File: config.mk
export PLATFORM = sky130hd
export DESIGN_NAME = rx_lane_decoder
export DESIGN_NICKNAME = d
export VERILOG_FILES = /design/src/rtl/rxd_pkg.sv /design/src/rtl/rxd_six_dec.sv /design/src/rtl/rxd_four_dec.sv /design/src/rtl/rx_lane_decoder.sv
export SDC_FILE = /design/constraint.sdc
export NUM_CORES = 1
export LEC_CHECK = 0
export BUFFER_PORTS_ARGS = -buffer_cell sky130_fd_sc_hd__buf_4
export CAP_MARGIN = 20
export CORE_ASPECT_RATIO = 1.1
export CORE_MARGIN = 2
export CORE_UTILIZATION = 50
export CTS_BUF_LIST = sky130_fd_sc_hd__clkbuf_16
export DETAILED_ROUTE_END_ITERATION = 12
export GPL_ROUTABILITY_DRIVEN = 0
export PLACE_DENSITY = 0.7
export SYNTH_ARGS = -nofsm -noshare
export SYNTH_HDL_FRONTEND = slang
export SYNTH_SLANG_ARGS = --single-unit
File: constraint.sdc
create_clock -name clk -period 4.9 [get_ports clk]
set_clock_uncertainty 0.05 [all_clocks]
set_input_delay 0.49 -clock clk [delete_from_list [all_inputs] [get_ports clk]]
set_output_delay 0.49 -clock clk [all_outputs]
set_load 0.02 [all_outputs]
File: src/rtl/rxd_pkg.sv
`timescale 1ns/1ps
package rxd_pkg;
    localparam int GRP_W  = 10;
    localparam int BYTE_W = 8;
    localparam int SIX_W  = 6;
    localparam int FOUR_W = 4;
    localparam int LO_W   = 5;
    localparam int HI_W   = 3;
    localparam int LO_N   = 1 << LO_W;
    localparam int HI_N   = 1 << HI_W;

    typedef struct packed {
        logic            ok;
        logic            k28;
        logic [LO_W-1:0] x;
        logic            mid_pos;
    } six_res_t;

    typedef struct packed {
        logic            ok_d;
        logic [HI_W-1:0] yd;
        logic            ok_k;
        logic [HI_W-1:0] yk;
        logic            a7k;
    } four_res_t;

    typedef struct packed {
        logic              vld;
        logic [BYTE_W-1:0] dat;
        logic              k;
        logic              err;
        logic              comma;
        logic [GRP_W-1:0]  raw;
    } lane_out_t;

    // 6-bit sub-block at negative running disparity, abcdei with a as MSB
    function automatic logic [SIX_W-1:0] six_neg(input logic [LO_W-1:0] x);
        case (x)
            5'd0:  return 6'b100111;  5'd1:  return 6'b011101;
            5'd2:  return 6'b101101;  5'd3:  return 6'b110001;
            5'd4:  return 6'b110101;  5'd5:  return 6'b101001;
            5'd6:  return 6'b011001;  5'd7:  return 6'b111000;
            5'd8:  return 6'b111001;  5'd9:  return 6'b100101;
            5'd10: return 6'b010101;  5'd11: return 6'b110100;
            5'd12: return 6'b001101;  5'd13: return 6'b101100;
            5'd14: return 6'b011100;  5'd15: return 6'b010111;
            5'd16: return 6'b011011;  5'd17: return 6'b100011;
            5'd18: return 6'b010011;  5'd19: return 6'b110010;
            5'd20: return 6'b001011;  5'd21: return 6'b101010;
            5'd22: return 6'b011010;  5'd23: return 6'b111010;
            5'd24: return 6'b110011;  5'd25: return 6'b100110;
            5'd26: return 6'b010110;  5'd27: return 6'b110110;
            5'd28: return 6'b001110;  5'd29: return 6'b101110;
            5'd30: return 6'b011110;  default: return 6'b101011;
        endcase
    endfunction

    function automatic logic [SIX_W-1:0] enc6(input logic [LO_W-1:0] x, input logic pos);
        logic [SIX_W-1:0] c;
        c = six_neg(x);
        if (pos && (($countones(c) != 3) || (x == 5'd7))) c = ~c;
        return c;
    endfunction

    // 4-bit sub-block at negative disparity, fghj with f as MSB
    function automatic logic [FOUR_W-1:0] four_neg(input logic [HI_W-1:0] y, input logic alt);
        case (y)
            3'd0: return 4'b1011;  3'd1: return 4'b1001;
            3'd2: return 4'b0101;  3'd3: return 4'b1100;
            3'd4: return 4'b1101;  3'd5: return 4'b1010;
            3'd6: return 4'b0110;  default: return alt ? 4'b0111 : 4'b1110;
        endcase
    endfunction

    function automatic logic [FOUR_W-1:0] enc4(input logic [HI_W-1:0] y, input logic pos,
                                              input logic alt);
        logic [FOUR_W-1:0] c;
        c = four_neg(y, alt);
        if (pos && (y == 3'd0 || y == 3'd3 || y == 3'd4 || y == 3'd7)) c = ~c;
        return c;
    endfunction

    function automatic logic [FOUR_W-1:0] enc4_k28(input logic [HI_W-1:0] y, input logic pos);
        if (!pos && (y == 3'd1 || y == 3'd2 || y == 3'd5 || y == 3'd6))
            return ~four_neg(y, 1'b0);
        return enc4(y, pos, y == 3'd7);
    endfunction

    // the x values for which a data x.7 must use the alternate form
    function automatic logic need_alt(input logic [LO_W-1:0] x, input logic pos);
        if (pos) return (x == 5'd11) || (x == 5'd13) || (x == 5'd14);
        return (x == 5'd17) || (x == 5'd18) || (x == 5'd20);
    endfunction

    function automatic logic is_kx7(input logic [LO_W-1:0] x);
        return (x == 5'd23) || (x == 5'd27) || (x == 5'd29) || (x == 5'd30);
    endfunction
endpackage

File: src/rtl/rxd_six_dec.sv
`timescale 1ns/1ps
module rxd_six_dec
    import rxd_pkg::*;
(
    input  logic [SIX_W-1:0] code,
    input  logic             rd_pos,
    output six_res_t         res
);
    logic [2:0] ones;

    always_comb begin
        res  = '0;
        ones = 3'($countones(code));
        for (int i = 0; i < LO_N; i++) begin
            if (enc6(LO_W'(i), rd_pos) == code) begin
                res.ok = 1'b1;
                res.x  = LO_W'(i);
            end
        end
        res.k28 = (code == (rd_pos ? 6'b110000 : 6'b001111));
        if (res.k28) res.x = 5'd28;
        if (ones > 3'd3)      res.mid_pos = 1'b1;
        else if (ones < 3'd3) res.mid_pos = 1'b0;
        else                  res.mid_pos = rd_pos;
    end
endmodule

File: src/rtl/rxd_four_dec.sv
`timescale 1ns/1ps
module rxd_four_dec
    import rxd_pkg::*;
(
    input  logic [FOUR_W-1:0] code,
    input  logic              mid_pos,
    input  logic [LO_W-1:0]   x,
    output four_res_t         res
);
    always_comb begin
        res = '0;
        for (int j = 0; j < HI_N; j++) begin
            if (enc4(HI_W'(j), mid_pos, (j == HI_N - 1) && need_alt(x, mid_pos)) == code) begin
                res.ok_d = 1'b1;
                res.yd   = HI_W'(j);
            end
            if (enc4_k28(HI_W'(j), mid_pos) == code) begin
                res.ok_k = 1'b1;
                res.yk   = HI_W'(j);
            end
        end
        res.a7k = (code == (mid_pos ? 4'b1000 : 4'b0111));
    end
endmodule

File: src/rtl/rx_lane_decoder.sv
`timescale 1ns/1ps
module rx_lane_decoder
    import rxd_pkg::*;
(
    input  logic              clk,
    input  logic              rst,
    input  logic              dec_en,
    input  logic              in_vld,
    input  logic [GRP_W-1:0]  in_grp,
    output logic              out_vld,
    output logic [BYTE_W-1:0] out_byte,
    output logic              out_k,
    output logic              out_err,
    output logic              out_comma,
    output logic [GRP_W-1:0]  out_raw
);
    logic      rd_pos_q;
    logic      rd_next;
    six_res_t  six_r;
    four_res_t four_r;
    lane_out_t nxt, cur_q;

    logic              dec_ok, dec_k, dec_comma;
    logic [BYTE_W-1:0] dec_dat;
    logic [3:0]        ones10;

    rxd_six_dec u_six (
        .code   (in_grp[GRP_W-1:FOUR_W]),
        .rd_pos (rd_pos_q),
        .res    (six_r)
    );

    rxd_four_dec u_four (
        .code    (in_grp[FOUR_W-1:0]),
        .mid_pos (six_r.mid_pos),
        .x       (six_r.x),
        .res     (four_r)
    );

    // classify the group
    always_comb begin
        dec_ok    = 1'b0;
        dec_k     = 1'b0;
        dec_dat   = '0;
        dec_comma = 1'b0;
        if (six_r.k28) begin
            dec_ok    = four_r.ok_k;
            dec_k     = 1'b1;
            dec_dat   = {four_r.yk, 5'd28};
            dec_comma = four_r.ok_k &&
                        (four_r.yk == 3'd1 || four_r.yk == 3'd5 || four_r.yk == 3'd7);
        end else if (six_r.ok && is_kx7(six_r.x) && four_r.a7k) begin
            dec_ok  = 1'b1;
            dec_k   = 1'b1;
            dec_dat = {3'b111, six_r.x};
        end else if (six_r.ok && four_r.ok_d) begin
            dec_ok  = 1'b1;
            dec_dat = {four_r.yd, six_r.x};
        end
    end

    // next running disparity from the whole group's balance
    always_comb begin
        ones10 = 4'($countones(in_grp));
        if (ones10 > 4'd5)      rd_next = 1'b1;
        else if (ones10 < 4'd5) rd_next = 1'b0;
        else                    rd_next = rd_pos_q;
    end

    always_comb begin
        nxt     = '0;
        nxt.vld = in_vld;
        nxt.raw = in_grp;
        if (dec_en) begin
            nxt.dat   = dec_ok ? dec_dat : 8'hFF;
            nxt.k     = dec_ok && dec_k;
            nxt.err   = !dec_ok;
            nxt.comma = dec_comma;
        end
    end

    always_ff @(posedge clk) begin
        if (rst) begin
            cur_q    <= '0;
            rd_pos_q <= 1'b0;
        end else begin
            cur_q.vld <= in_vld;
            if (in_vld) cur_q <= nxt;
            if (in_vld && dec_en) rd_pos_q <= rd_next;
        end
    end

    assign out_vld   = cur_q.vld;
    assign out_byte  = cur_q.dat;
    assign out_k     = cur_q.k;
    assign out_err   = cur_q.err;
    assign out_comma = cur_q.comma;
    assign out_raw   = cur_q.raw;
endmodule

Word-level counts from Yosys, hierarchy flattened. Cells that the tools add are included.

Reduce and logical (&&, ||, !) cells: 18. Shift-type cells: 0. Magnitude comparators: 4. $mul: 0. Mux-type cells: 127. Bitwise operators: 5. Eq/ne operators: 60. Divide/modulo/power cells: 0. $add $sub $neg: 10.

Operators by type and width (count): $mux W5 (31); $mux W4 (29); $eq A6 B6 Y1 (15); $mux W6 (15); $eq A6 B6 Y1 const A (9); $mux W1 (46); $eq A4 B4 Y1 (10); $eq A5 B6 Y1 const A (6); $eq A5 B5 Y1 const B (7); $mux W8 (4); $mux W22 (1); $not A4 Y4 (5); $eq A4 B6 Y1 const A (3); $eq A5 B4 Y1 const B (3); $mux W11 (1); $add A1 B1 Y2 (5); $logic_or A1 B1 Y1 (9); $eq A3 B4 Y1 const A (2); $eq A4 B4 Y1 const A (2); $add A2 B2 Y3 (2); $eq A3 B3 Y1 const B (2); $logic_and A1 B1 Y1 (6); $add A3 B4 Y4 (1); $add A4 B4 Y4 (1); other kinds (9) (9).

Word-level logic and storage cells: 231. RAM bits: 0. Memories: 0. Bits in registers: 23. Bits in read-only memories: 0. Output and inout bits: 22. Latch bits: 0. Bits of input ports: 14.

Logic depth before layout (Yosys ltp).
Depth after elaboration: 51. Mapped depth: 17. Mapped depth without buffers: 16.

Hierarchy. From an unflattened synthesis, not the netlist that was laid out.

Cells, all modules: 403. Area, all modules: 3031.7 µm².

Modules (own cells, without submodules): rx_lane_decoder (cells an instance 141, instances 1, area each 1262.5 µm², sequential area each 460.4 µm²); rxd_six_dec (cells an instance 156, instances 1, area each 1084.8 µm², sequential area each 0.0 µm²); rxd_four_dec (cells an instance 106, instances 1, area each 684.4 µm², sequential area each 0.0 µm²).

Worst setup path before layout. Ideal clock, no wire load.

Kind: in2reg. Start point: input port in_grp[4]. End point: register cur_q (netlist bit out_byte[6]). Buffers on the path: 0. Data required time: 4781 ps. Stages on the path: 14. Library setup time: 69 ps. Slack: 501 ps. Arrival: 4281 ps. Cells stage by stage: fa_1 -> ha_1 -> ha_1 -> fa_1 -> xor2_1 -> a31oi_1 -> nor4_1 -> o21ai_0 -> nor2_1 -> a311o_2 -> or4_1 -> o31a_1 -> a21boi_1 -> o21ai_1.

Longest elaborated chain between the ends: 49. Elaborated cells between the ends (all ways): 171. Classes of those cells: add/sub (3); order compare (2); eq/ne (53); mux (102); bitwise (1); reduce/logical (10).

RTL lines: start, declared (line rx_lane_decoder.sv:9) `input logic [GRP_W-1:0] in_grp,`; $eq A6 B6 Y1 (line rxd_six_dec.sv:15) `if (enc6(LO_W'(i), rd_pos) == code) begin`; $mux W1 (line rxd_six_dec.sv:15); $mux W5 (30 in a row) (line rxd_six_dec.sv:15); $mux W5 (line rxd_six_dec.sv:21) `if (res.k28) res.x = 5'd28;`; $eq A5 B4 Y1; $logic_or A1 B1 Y1 (2 in a row); $mux W1 (line rxd_pkg.sv:91) `if (pos) return (x == 5'd11) || (x == 5'd13) || (x == 5'd14);`; $mux W1 (line rxd_pkg.sv:92) `return (x == 5'd17) || (x == 5'd18) || (x == 5'd20);`; [... 3 more ...]; $eq A4 B4 Y1 (line rxd_four_dec.sv:13) `if (enc4(HI_W'(j), mid_pos, (j == HI_N - 1) && need_alt(x, mid_pos)) == code) begin`; $mux W4 (line rxd_four_dec.sv:13); $logic_and A1 B1 Y1 (line rx_lane_decoder.sv:56) `end else if (six_r.ok && four_r.ok_d) begin`; $mux W8 / $mux W1 (equally long branches) (line rx_lane_decoder.sv:56); $mux W8 / $mux W1 (equally long branches) (line rx_lane_decoder.sv:52) `end else if (six_r.ok && is_kx7(six_r.x) && four_r.a7k) begin`; $mux W8 / $mux W1 (equally long branches) (line rx_lane_decoder.sv:46) `if (six_r.k28) begin`; $mux W8 (*) (line rx_lane_decoder.sv:75) `nxt.dat = dec_ok ? dec_dat : 8'hFF;`; $mux W11 (*) (line rx_lane_decoder.sv:74) `if (dec_en) begin`; end signal, assigned (line rx_lane_decoder.sv:88) `if (in_vld) cur_q <= nxt;`; end, declared (line rx_lane_decoder.sv:21) `lane_out_t nxt, cur_q;`.

Mark *: on every way between the ends. The rest lies on a longest branch, timed or not. The select of a mux whose other input is x is not followed. A chain may end at the register's enable or synchronous reset.

Worst setup path after layout. Ends and elaborated chain as after synthesis.

==> results.txt <==
status: complete, no violations
Die Width: 78.09 um
FP Rows: 29
Fin. Hold Viols: 0
worst skew pair latency: 260 ps
Setup TNS: 0 ps
Crit Path Category: input pin to flop
Post-CTS Hold Fix Bufs: 0
TritonCTS buffer count: 3
GRT overflow: 0
Setup-failing EPs final: 0
met2 usage: 41.38%
Setup WS pre-CTS: 203.3 ps
library cells used by synthesis: 72
Vias/cell: 6.421
flops & latches, synth: 23
htree depth: 1
Peak supply drop: 0.2748 mV
slowest cell delay on critical path: 520 ps
antenna fix cells: 0
design area: 0.003385 mm2
crit path DAT: 4620 ps
post-synth top area share: 15.25%
fin crit period: 4470 ps
startpoint types: input pin
post-CTS setup-driven buffer insertion count: 0
worst-margin pin slew: 704.5 ps
FFs w/ async S/R, synth: 0%
pwr dens: 235.7 mW/mm2
area grow syn2layout: 12.10%
met1 usage: 37.98%
Vias: 3281
GR peak layer: met2
first-pass GRT wire length: 14.68 mm
post-synthesis net count: 453
I/O Buffers: 35
largest cells by area after synthesis: dfxtp_1, ha_1, nor2_1
sequential fraction of the synthesis area: 15.25%
Max-slew headroom: 52.72%
Max stage delay cell, worst path: fa_1
crit share post-route: 91.23%
Initial Utilization: 52.00%
Buffers & Inverters on Critical Path: 1
number of global-route vias before repair: 3005
Placed Area: 0.003304 mm2
DR pass1 iterations: 5
final net count: 474
syn avg cell area: 7.293 um2
number of fillers in the final layout: 563
Critical Path RT: 5040 ps
total track usage: 26.47%
Routed WL: 8.823 mm
Max FO, Critical Path: 14
Post-synth top cells: nor2_1, nand2_1, a21oi_1
CTS clock-pin slew for the worst setup and hold paths: 60 ps
EDFF count, synth: 0
multi-input logic area: 0.002376 mm2
met3 usage: 4.421%
RSZ-0062 raised after global routing: no
CTS Sinks: 23
largest net degree at the start of global routing: 25
max cap viols: 0
Post-Synthesis Cells: 414
Sequential Area: 460.4 um2
FMAX: 223.7 MHz
Wirelength per Cell: 17.27 um
count leader, synth: nor2_1
area of the mapped netlist: 0.003019 mm2
tightest hold margin: 423.4 ps
DP Wirelength: 6.737 mm
CP top delay family: compound AO/OA/AOI/OAI gates
placed cell count: 507
area of the die: 0.006677 mm2
Die Ht: 85.50 um
worst-case clock buffer depth: 2
DRT iter0 DRCs: 302
antenna violations before repair: 0
cells along the critical path: buf_4 -> fa_1 -> ha_1 -> ha_1 -> fa_1 -> xor2_1 -> a31oi_1 -> nor4_1 -> o21ai_0 -> nor2_1 -> a311o_2 -> or4_1 -> o31a_1 -> a21boi_1 -> o21ai_1
Ports: 36
DRC violations left: 0
post-CTS sizing: 0
Std-Cell Core Area: 0.005806 mm2
worst setup margin: 429.6 ps
final std cells w/o fill: 511
area leader, netlist: dfxtp_1
post-detailed-route count of antenna-violating nets: 0
CTS tree: yes
Min-Delay Path Class: flop to flop
layout cells sized above 1: 13.59%
ys flop type: dfxtp_1
Leak: 1.459 nW
Yosys warnings: 0
Root Buffer: clkbuf_16
Slew Limit Fails: 0
Crit. End Element: flop
-- cell type report --
type / instances / share of cell area [%]
sequential: 23 / 13.60
timing repair buffer: 39 / 8.651
inverter: 21 / 2.329
tap: 77 / 2.847
multi-input combinational: 347 / 70.20
clock buffer: 3 / 2.218
clock inverter: 1 / 0.1479
-- kinds of logic (layout without fill, tap and decap cells) --
family                   Yosys count  count (layout)  share of synthesized area, %
AO/OA/AOI/OAI                    131             131                         31.08
adder cells (fa/ha/maj)           25              25                         11.85
XOR/XNOR                           8               8                         2.321
multiplexers                      18              18                         6.050
flip-flops                        23              23                         15.25
AND/OR/NAND/NOR                  165             165                         27.39
buffers and inverters             44              64                         6.051
-- per-stage QoR --
step | power, W | util (%)
floorplan | 0.0005118 | -
global placement | 0.0006104 | 56.92
detailed placement | 0.0006188 | 56.92
CTS | 0.0007966 | 58.30
global route | 0.0008516 | 58.30
finish | 0.0007978 | 58.30
-- metal layers --
metal / routed length (um) / vias up
met1: 3943 / 1512
met3: 738 / 23
met2: 3952 / 162
met5: 0 / -
met4: 188 / 0
li1: - / 1584
-- power breakdown --
part,switching (W),total (W),internal [W]
Sequential,0.0000162,0.000219,0.000203
Combinational,0.000242,0.000401,0.000160
Clock,0.0000677,0.000178,0.000110
Total,0.000325,0.000798,0.000472
-- cell usage in the layout (no fill, tap or decap), types with 6 or more instances in the layout --
master    count
nor2_1       55
buf_4        39
nand2_1      33
a21oi_1      24
dfxtp_1      23
o21ai_0      21
inv_1        19
ha_1         19
mux2i_1      16
nand3_1      10
nor3_1       10
nand2b_1      9
nor2b_1       7
o22ai_1       7
or2_2         6
fa_1          6
-- worst reg2reg max path, stage by stage, from the launching register on --
cell	delay, ps
dfxtp_1	740
nor2b_1	140
mux2i_1	360
nor2_1	170
a2111oi_1	490
nor3_1	170
o311ai_0	500
a311oi_1	200
a311o_2	450
or4_1	520
o31a_1	330
a21boi_1	160
o21ai_1	110
-- registers in the layout, summed over array words and instances, names as in the netlist --
register and flops:
out_byte 8, out_comma 1, out_k 1, out_err 1, out_vld 1, out_raw 10, rd_pos_q 1
-- worst paths after layout --
check	to	startpoint	cells past startpoint	slack (ps)
min reg2reg	out_byte[2]$_SDFFE_PP0P_	out_byte[2]$_SDFFE_PP0P_	2	420
max reg2reg	out_byte[6]$_SDFFE_PP0P_	rd_pos_q$_SDFFE_PP0P_	12	450
min	out_byte[2]$_SDFFE_PP0P_	out_byte[2]$_SDFFE_PP0P_	2	420
max	out_byte[6]$_SDFFE_PP0P_	in_grp[4]	15	430
No activity file was read; power rests on OpenSTA's default activity.
